--- src/rtl/txdma_pkg.sv ---
package txdma_pkg;
  localparam int BURST_W    = 5;
  localparam int LEN_W      = BURST_W + 1;
  localparam int CFG_W      = 14;
  localparam int DESC_WORDS = 3;
  localparam int ST_W       = 4;

  typedef struct packed {
    logic [2:0]         level;
    logic               enEmpty;
    logic               enNotOwn;
    logic               enNull;
    logic               enCtrl;
    logic               rsvd;
    logic               stopOnNotOwn;
    logic [BURST_W-1:0] burst;
  } cfg_t;

  typedef struct packed {
    logic        push;
    logic        pushLast;
    logic [31:0] pushData;
    logic        setNull;
    logic        setNotOwn;
  } strobe_t;

  typedef enum logic [2:0] {
    S_IDLE, S_DREQ, S_DDAT, S_CHECK, S_BREQ, S_BDAT, S_WB
  } state_t;
endpackage

--- src/rtl/txdma_ctrl.sv ---
module txdma_ctrl
  import txdma_pkg::*;
#(
  parameter int DEPTH = 64,
  parameter int AW    = $clog2(DEPTH)
) (
  input  logic             clk,
  input  logic             rstN,
  input  cfg_t             cfg,
  input  logic             go,
  input  logic [31:0]      descBase,
  input  logic [AW:0]      space,
  output strobe_t          stb,
  output logic             busy,
  output logic             memReq,
  output logic             memWrite,
  output logic [31:0]      memAddr,
  output logic [LEN_W-1:0] memLen,
  output logic [31:0]      memWdata,
  input  logic             memGnt,
  input  logic             memRvalid,
  input  logic [31:0]      memRdata
);
  state_t           state;
  logic [31:0]      curPtr, dOwnLen, dBuf, dNext, bufAddr;
  logic [15:0]      remain;
  logic [LEN_W-1:0] reqLen, wordCnt, blen, chunk;

  assign blen  = {1'b0, cfg.burst} + LEN_W'(1);
  assign chunk = (remain < 16'(blen)) ? remain[LEN_W-1:0] : blen;
  assign busy  = (state != S_IDLE);

  always_comb begin
    memReq   = 1'b0;
    memWrite = 1'b0;
    memAddr  = curPtr;
    memLen   = LEN_W'(DESC_WORDS);
    memWdata = {1'b0, dOwnLen[30:0]};
    stb      = '0;
    case (state)
      S_IDLE:  stb.setNull = go && (descBase == '0);
      S_DREQ:  memReq = 1'b1;
      S_CHECK: if (!dOwnLen[31]) begin
        stb.setNotOwn = cfg.stopOnNotOwn;
        stb.setNull   = !cfg.stopOnNotOwn && (dNext == '0);
      end
      S_BREQ: begin
        memAddr = bufAddr;
        memLen  = chunk;
        memReq  = (space >= (AW+1)'(chunk));
      end
      S_BDAT: begin
        stb.push     = memRvalid;
        stb.pushData = memRdata;
        stb.pushLast = (remain == 16'd1);
      end
      S_WB: begin
        memReq      = 1'b1;
        memWrite    = 1'b1;
        memLen      = LEN_W'(1);
        stb.setNull = memGnt && (dNext == '0);
      end
      default: ;
    endcase
  end

  always_ff @(posedge clk) begin
    if (!rstN) begin
      state   <= S_IDLE;
      curPtr  <= '0;
      dOwnLen <= '0;
      dBuf    <= '0;
      dNext   <= '0;
      bufAddr <= '0;
      remain  <= '0;
      reqLen  <= '0;
      wordCnt <= '0;
    end else begin
      case (state)
        S_IDLE: if (go) begin
          curPtr <= descBase;
          if (descBase != '0) state <= S_DREQ;
        end
        S_DREQ: if (memGnt) begin
          wordCnt <= '0;
          state   <= S_DDAT;
        end
        S_DDAT: if (memRvalid) begin
          case (wordCnt)
            LEN_W'(0): dOwnLen <= memRdata;
            LEN_W'(1): dBuf    <= memRdata;
            default:   dNext   <= memRdata;
          endcase
          if (wordCnt == LEN_W'(DESC_WORDS - 1)) state <= S_CHECK;
          else wordCnt <= wordCnt + LEN_W'(1);
        end
        S_CHECK: if (!dOwnLen[31]) begin
          if (cfg.stopOnNotOwn) state <= S_IDLE;
          else begin
            curPtr <= dNext;
            state  <= (dNext == '0) ? S_IDLE : S_DREQ;
          end
        end else begin
          bufAddr <= dBuf;
          remain  <= dOwnLen[15:0];
          state   <= (dOwnLen[15:0] == '0) ? S_WB : S_BREQ;
        end
        S_BREQ: if (memReq && memGnt) begin
          reqLen  <= chunk;
          wordCnt <= '0;
          state   <= S_BDAT;
        end
        S_BDAT: if (memRvalid) begin
          remain  <= remain - 16'd1;
          bufAddr <= bufAddr + 32'd4;
          if (wordCnt == reqLen - LEN_W'(1))
            state <= (remain == 16'd1) ? S_WB : S_BREQ;
          else wordCnt <= wordCnt + LEN_W'(1);
        end
        S_WB: if (memGnt) begin
          curPtr <= dNext;
          state  <= (dNext == '0) ? S_IDLE : S_DREQ;
        end
        default: state <= S_IDLE;
      endcase
    end
  end

  AST_BURST_LEN: assert property (@(posedge clk) disable iff (!rstN)
    (state == S_BREQ && memReq) |-> (memLen != '0 && memLen <= blen && 16'(memLen) <= remain));
  AST_REQ_HOLD: assert property (@(posedge clk) disable iff (!rstN)
    (memReq && !memGnt) |=> (memReq && $stable(memAddr) && $stable(memLen)));
  AST_STOP_IDLE: assert property (@(posedge clk) disable iff (!rstN)
    stb.setNotOwn |=> !busy);
  AST_NULL_IDLE: assert property (@(posedge clk) disable iff (!rstN)
    stb.setNull |=> !busy);
endmodule

--- src/rtl/txdma_dpath.sv ---
module txdma_dpath
  import txdma_pkg::*;
#(
  parameter int DEPTH = 64,
  parameter int AW    = $clog2(DEPTH)
) (
  input  logic             clk,
  input  logic             rstN,
  input  logic             cfgWr,
  input  logic [CFG_W-1:0] cfgWdata,
  output cfg_t             cfgOut,
  output logic [31:0]      cfgRdata,
  input  logic [ST_W-1:0]  stClr,
  output logic [ST_W-1:0]  status,
  output logic             irq,
  input  strobe_t          stb,
  output logic [AW:0]      space,
  output logic [31:0]      macData,
  output logic             macLast,
  output logic             macValid,
  input  logic             macReady,
  input  logic             macCtrlDone
);
  localparam int STEP = DEPTH / 8;

  cfg_t            cfgQ, cfgNext;
  logic [32:0]     store [DEPTH];
  logic [AW-1:0]   wrPtr, rdPtr;
  logic [AW:0]     count, endCnt, thr;
  logic            mid, pop;
  logic [ST_W-1:0] setV, enV;

  always_comb begin
    cfgNext      = cfg_t'(cfgWdata);
    cfgNext.rsvd = 1'b0;
  end
  assign cfgOut   = cfgQ;
  assign cfgRdata = {{(32-CFG_W){1'b0}}, cfgQ};

  assign thr      = cfgQ.level[2] ? (AW+1)'(4 * STEP)
                                  : (AW+1)'(int'(cfgQ.level[1:0]) * STEP);
  assign macValid = (count != '0) && (mid || endCnt != '0 || count >= thr);
  assign pop      = macValid && macReady;
  assign {macLast, macData} = store[rdPtr];
  assign space    = (AW+1)'(DEPTH) - count;

  assign setV = {pop && count == (AW+1)'(1) && !stb.push, macCtrlDone, stb.setNull, stb.setNotOwn};
  assign enV  = {cfgQ.enEmpty, cfgQ.enCtrl, cfgQ.enNull, cfgQ.enNotOwn};
  assign irq  = |(status & enV);

  always_ff @(posedge clk) begin
    if (stb.push) store[wrPtr] <= {stb.pushLast, stb.pushData};
  end

  always_ff @(posedge clk) begin
    if (!rstN) begin
      cfgQ   <= '0;
      wrPtr  <= '0;
      rdPtr  <= '0;
      count  <= '0;
      endCnt <= '0;
      mid    <= 1'b0;
      status <= '0;
    end else begin
      if (cfgWr) cfgQ <= cfgNext;
      if (stb.push) wrPtr <= wrPtr + AW'(1);
      if (pop) begin
        rdPtr <= rdPtr + AW'(1);
        mid   <= !macLast;
      end
      case ({stb.push, pop})
        2'b10:   count <= count + (AW+1)'(1);
        2'b01:   count <= count - (AW+1)'(1);
        default: ;
      endcase
      case ({stb.push && stb.pushLast, pop && macLast})
        2'b10:   endCnt <= endCnt + (AW+1)'(1);
        2'b01:   endCnt <= endCnt - (AW+1)'(1);
        default: ;
      endcase
      status <= (status & ~stClr) | setV;
    end
  end

  AST_NO_OVERFLOW: assert property (@(posedge clk) disable iff (!rstN)
    stb.push |-> (count < (AW+1)'(DEPTH)));
  AST_STICKY: assert property (@(posedge clk) disable iff (!rstN)
    (stClr == '0) |=> (($past(status) & ~status) == '0));
  AST_LAST_HELD: assert property (@(posedge clk) disable iff (!rstN)
    (macValid && macLast) |-> (endCnt != '0));
  AST_VALID_DATA: assert property (@(posedge clk) disable iff (!rstN)
    macValid |-> (count != '0 && count <= (AW+1)'(DEPTH)));
endmodule

--- src/rtl/txdma_fwd.sv ---
module txdma_fwd
  import txdma_pkg::*;
#(
  parameter int DEPTH = 64
) (
  input  logic             clk,
  input  logic             rstN,
  input  logic             cfgWr,
  input  logic [CFG_W-1:0] cfgWdata,
  output logic [31:0]      cfgRdata,
  input  logic [ST_W-1:0]  stClr,
  output logic [ST_W-1:0]  status,
  output logic             irq,
  input  logic             go,
  input  logic [31:0]      descBase,
  output logic             busy,
  output logic             memReq,
  output logic             memWrite,
  output logic [31:0]      memAddr,
  output logic [LEN_W-1:0] memLen,
  output logic [31:0]      memWdata,
  input  logic             memGnt,
  input  logic             memRvalid,
  input  logic [31:0]      memRdata,
  output logic [31:0]      macData,
  output logic             macLast,
  output logic             macValid,
  input  logic             macReady,
  input  logic             macCtrlDone
);
  localparam int AW = $clog2(DEPTH);

  cfg_t        cfg;
  strobe_t     stb;
  logic [AW:0] space;

  txdma_ctrl #(.DEPTH(DEPTH), .AW(AW)) uCtrl (
    .clk(clk), .rstN(rstN), .cfg(cfg), .go(go), .descBase(descBase),
    .space(space), .stb(stb), .busy(busy),
    .memReq(memReq), .memWrite(memWrite), .memAddr(memAddr), .memLen(memLen),
    .memWdata(memWdata), .memGnt(memGnt), .memRvalid(memRvalid), .memRdata(memRdata)
  );

  txdma_dpath #(.DEPTH(DEPTH), .AW(AW)) uDpath (
    .clk(clk), .rstN(rstN), .cfgWr(cfgWr), .cfgWdata(cfgWdata), .cfgOut(cfg),
    .cfgRdata(cfgRdata), .stClr(stClr), .status(status), .irq(irq), .stb(stb),
    .space(space), .macData(macData), .macLast(macLast), .macValid(macValid),
    .macReady(macReady), .macCtrlDone(macCtrlDone)
  );
endmodule

--- config.mk ---
export PLATFORM = sky130hd
export DESIGN_NAME = txdma_fwd
export DESIGN_NICKNAME = d
export VERILOG_FILES = /design/src/rtl/txdma_pkg.sv /design/src/rtl/txdma_ctrl.sv /design/src/rtl/txdma_dpath.sv /design/src/rtl/txdma_fwd.sv
export SDC_FILE = /design/constraint.sdc
export NUM_CORES = 2
export LEC_CHECK = 0
export BUFFER_PORTS_ARGS = -buffer_cell sky130_fd_sc_hd__buf_2
export CAP_MARGIN = 10
export CELL_PAD_IN_SITES_DETAIL_PLACEMENT = 0
export CELL_PAD_IN_SITES_GLOBAL_PLACEMENT = 1
export CORE_ASPECT_RATIO = 0.9
export CORE_MARGIN = 1
export CORE_UTILIZATION = 55
export DETAILED_ROUTE_END_ITERATION = 10
export MAX_ROUTING_LAYER = met4
export PLACE_DENSITY = 0.92
export SLEW_MARGIN = 25
export SYNTH_ARGS = -nofsm -noshare
export SYNTH_HDL_FRONTEND = slang
export SYNTH_HIERARCHICAL = 1
export SYNTH_SLANG_ARGS = --single-unit
--- constraint.sdc ---
create_clock -name clk -period 7.55 [get_ports clk]
set_input_delay 1.8875 -clock clk [delete_from_list [all_inputs] [get_ports clk]]
set_output_delay 1.8875 -clock clk [all_outputs]
set_load 0.02 [all_outputs]
======== After elaboration in Yosys (flattened, before gate mapping) ========
Memories as Yosys holds them, arrays and structs flattened. A register that Yosys moved wholly into a read port is not among the register bits.
Index checks and enable logic that the tools add are counted.
word-level totals
  memory bits (writable) .................. 2112
  output and inout bits ................... 144
  memories ................................ 1
  input port bits ......................... 90
  word-level logic and storage cells ...... 161
  bits in read-only memories .............. 0
  bits in registers ....................... 235
  bits in latches ......................... 0
cells by class
  muxes and demuxes ....................... 49
  $lt $le $gt $ge ......................... 3
  bitwise operators ....................... 5
  add/sub/neg operators ................... 12
  shift-type cells ........................ 0
  divide/modulo/power cells ............... 0
  multipliers ............................. 0
  reduce and logical (&&, ||, !) cells .... 40
  equality and inequality tests ........... 29
memories
  memory        words  width  rd ports  clocked after memory_dff  write ports  line               source
  uDpath.store  64     33     1         1                         1            txdma_dpath.sv:27  logic [32:0] store [DEPTH];
operators with widths
  cell                                                                   number
  32-bit two-way mux                                                     7
  32-bit one-hot mux with 3 select lines                                 1
  32-bit logical NOT                                                     2
  32-bit one-hot mux with 2 select lines                                 1
  6-bit two-way mux                                                      10
  34-bit two-way mux                                                     1
  3-bit two-way mux                                                      11
  32-bit by 3-bit adder with 32-bit output (second input constant)       1
  16-bit two-way mux                                                     2
  16-bit one-hot mux with 2 select lines                                 1
  32-bit nonzero test                                                    1
  7-bit one-hot mux with 2 select lines                                  2
  6-bit one-hot mux with 4 select lines                                  1
  3-bit one-hot mux with 7 select lines                                  1
  6-bit by 1-bit adder with 6-bit output (second input constant)         3
  2-bit != test (second input constant)                                  9
  16-bit by 1-bit == test with 1-bit output (second input constant)      1
  16-bit logical NOT                                                     1
  16-bit by 6-bit < comparator with 1-bit output                         1
  16-bit by 1-bit subtractor with 16-bit output (second input constant)  1
  7-bit by 1-bit adder with 7-bit output (second input constant)         2
  7-bit nonzero test                                                     2
  7-bit by 1-bit subtractor with 7-bit output (second input constant)    2
  6-bit one-hot mux with 2 select lines                                  1
  38 further kinds                                                       73

======== Longest topological paths before layout ========
  depth in word-level cells ............... 8
  gate-level depth with buffers ........... 19
  depth with buffers taken out ............ 18

======== Cells and area by module ========
The synthesis kept the hierarchy.
modules (own cells, without submodules)
  module       area each (sq um)  times used  cells an instance
  txdma_dpath  83030.9            1           3511
  txdma_ctrl   10248.6            1           1366

======== Worst setup path before layout ========
Ideal clock, no wire load.
  path type ............................... input port to flip-flop
  from .................................... input port memRvalid
  to ...................................... memory uDpath.store[41][0] (enable)
  buffers on the path ..................... 3
  data arrival time ....................... 5598 ps
  cell stages on the path ................. 7
  library setup time ...................... 464 ps
  path slack .............................. 1488 ps
  cell sequence ........................... clkbuf_1 -> nand2_1 -> clkinv_1 -> clkbuf_1 -> clkbuf_1 -> nand3_1 -> nor3_1
RTL lines
  what                line               source
  start: declaration  txdma_fwd.sv:23    input logic memRvalid,
  end: declaration    txdma_dpath.sv:27

======== Worst setup path in the final report ========
  from .................................... register uDpath.cfgQ, in the netlist uDpath/cfgOut[2]
  to ...................................... output port memReq
between the ends
  word-level cells in the longest chain between the ends .. 5
RTL lines
  what                                                          line               source
  start: declaration                                            txdma_dpath.sv:26  cfg_t cfgQ, cfgNext;
  start signal: assignment                                      txdma_dpath.sv:65  if (cfgWr) cfgQ <= cfgNext;
  5-bit by 1-bit adder with 6-bit output                        txdma_ctrl.sv:29   assign blen = {1'b0, cfg.burst} + LEN_W'(1);
  16-bit by 6-bit < comparator with 1-bit output                txdma_ctrl.sv:30   assign chunk = (remain < 16'(blen)) ? remain[LEN_W-1:0] : blen;
  6-bit two-way mux                                             txdma_ctrl.sv:30
  via uCtrl.chunk[0]                                            txdma_ctrl.sv:27   logic [LEN_W-1:0] reqLen, wordCnt, blen, chunk;
  7-bit by 6-bit greater-or-equal comparator with 1-bit output  txdma_ctrl.sv:50   memReq = (space >= (AW+1)'(chunk));
  1-bit one-hot mux with 2 select lines                         txdma_ctrl.sv:40   case (state)
  end: declaration                                              txdma_fwd.sv:17    output logic memReq,
The timed path passes the listed nets, and every way through them passes these cells.

==> summary.md <==
| Metric | Value |
|---|---|
| WS Path Type | reg -> out |
| Reg2reg path depth | 15 |
| Synth Instances | 4,876 |
| Worst setup margin | 0.6236 ns |
| Synth Area per Inst | 19.13 um2 |
| Clock transition at the registers of the reported paths | 0.06 ns |
| GR met1 Demand/Resource | 39.58% |
| Clock sink count | 2,353 |
| Initial Util | 55.73% |
| Initial DRC Count | 8,061 |
| Slew @ Worst Pin | 1.187 ns |
| Vias per inst | 6.950 |
| CP Max Fanout | 9 |
| Number of port buffers | 212 |
| Max-cap violation count | 0 |
| TritonCTS clock tree | done |
| Met3 usage in global routing | 6.556% |
| DR WL/cell | 34.98 um |
| Unrepaired setup endpoints after global routing | no |
| # setup viols final | 0 |
| Number of H-tree levels | 4 |
| Routed vias | 52,304 |
| Clk_skew | 0.05448 ns |
| Tmin final | 6.926 ns |
| Outcome | finished, final reports clean |
| Share of cells above drive strength 1 | 27.21% |
| RePlAce Congestion | 0.8782 |
| Setup Fix Bufs, Post-CTS | 0 |
| Fillers | 10,825 |
| Top-level port count | 234 |
| YS warnings | 6 |
| Hold path cells | 2 |
| Initial DRT Pass Iterations | 8 |
| Post-DRT Antenna Nets | 0 |
| Core area | 167,400 um2 |
| Die Footprint | 171,200 um2 |
| PwrDens | 247.7 nW/um2 |
| P_leak | 27.37 nW |
| Most Crowded Layer GR | met2 |
| Rel. slew slack | 20.62% |
| DRC Markers | 0 |
| Worst Path Arrival | 5.04 ns |
| DP HPWL | 137,600 um |
| Post-Syn Area | 93,270 um2 |
| Clock root cell | clkbuf_16 |
| Hold WC Path Type | reg -> reg |
| Pre-CTS WS | 1.522 ns |
| Sequential cell area | 68,260 um2 |
| WL final | 263,200 um |
| Cts bufs inserted | 208 |
| Hold Vio Cnt, Final | 0 |
| GRT Total Usage | 31.28% |
| Rows | 142 |
| Longest Clk Path Bufs | 3 |
| Startpoint Class | flop |
| Initial antenna violation count | 8 |
| Largest net degree at the start of global routing | 105 |
| Vias in the first global route | 51,426 |
| Multi-input gate area | 23,900 um2 |
| Final Cycle Share | 91.74% |
| Max VDD drop | 0.2098 mV |
| First-pass GRT wire length | 368,000 um |
| Clock Latency Late Sink | 0.87 ns |
| Met2 usage | 49.40% |
| Overall power | 25.87 mW |
| Overflow after GRT | 0 |
| Post-CTS sizing | 0 |
| Crit. End Element | output pin |
| # hold bufs at CTS | 0 |
| Die height | 392.7 um |
| Worst endpoint required time | 5.66 ns |
| Die X | 436.1 um |
| Pins Over Slew Limit | 0 |
| Max frequency | 144.4 MHz |
| Nets@finish | 5,232 |
| Setup TNS Final | 0 ns |
| Layout area overhead | 11.96% |
==> power by group <==
group          total (mW)  switching [mW]  internal [mW]
registers            14.1          0.0759           14.1
logic               0.936           0.640          0.296
clock network        10.8            4.93           5.86
total                25.9            5.65           20.2
==> registers in the layout, summed over array words and instances, names as in the netlist, 7 cells and up, named ones only <==
name	count
uDpath/cfgOut	13
uCtrl/dOwnLen	32
uDpath/count	7
uCtrl/bufAddr	32
uCtrl/dNext	32
uCtrl/dBuf	32
uDpath/endCnt	7
uCtrl/remain	16
uDpath/store	2112
uCtrl/curPtr	32
==> layout make-up <==
type,count,share of cell area [%]
Antenna cell,12,0.02875
Multi-Input combinational cell,2158,22.88
Clock inverter,130,1.355
Sequential cell,2353,65.37
Clock buffer,251,5.206
Inverter,37,0.1354
Timing Repair Buffer,353,2.353
Tap cell,2232,2.674
==> critical path, stage by stage (launching register included) <==
cell and delay (ns):
dfxtp_1 0.51, and3_4 0.27, nand3_1 0.13, ha_1 0.23
nor3_1 0.24, nand3_2 0.21, nor4_2 0.47, nor2_2 0.14
a21oi_1 0.32, ha_1 0.29, nand2b_1 0.14, a21o_1 0.19
maj3_1 0.35, nand3b_1 0.12, o21ai_1 0.14, o21ai_0 0.18
a21oi_1 0.09, buf_2 0.17
==> worst paths after layout <==
kind | from | end | slack (ns)
setup / recovery | uDpath/cfgOut[2] | memReq | 0.62
hold / removal | uCtrl/dBuf[26] | uCtrl/dBuf[26] | 0.46
hold reg to reg | uCtrl/dBuf[26] | uCtrl/dBuf[26] | 0.46
setup reg to reg | flop | uDpath/endCnt[6] | 1.80
==> stage by stage <==
| stage | area [um2] | cells | hold WS, ns | utilization, % |
|---|---|---|---|---|
| 2_1_floorplan | 93340 | 4894 | 0.4321 | - |
| 3_3_place_gp | 97240 | 7126 | 0.4408 | 58.10 |
| 3_5_place_dp | 97340 | 7129 | 0.4478 | 58.16 |
| 4_1_cts | 104200 | 7510 | 0.4576 | 62.25 |
| 5_1_grt | 104400 | 7521 | 0.4681 | 62.39 |
| 6_report | 104400 | 7526 | 0.4578 | 62.40 |
==> layout by cell type, fill, tap and decap left out, drive strengths merged, types with 26 or more instances in the layout <==
master / count
a211oi: 49
a21oi: 180
a22oi: 54
and2: 28
and3: 45
buf: 353
clkbuf: 251
clkinv: 100
dfxtp: 241
edfxtp: 2112
ha: 30
inv: 42
mux2i: 101
mux4: 639
nand2: 382
nand3: 59
nor2: 183
nor2b: 48
nor4: 28
o21ai: 55
o22ai: 26
==> per-layer routing <==
metal	vias up	share of wire, %
li1	20166	-
met1	26854	34
met2	4518	49
met3	766	12
met4	0	4.5
met5	-	0
No activity file was read; power rests on OpenSTA's default activity.
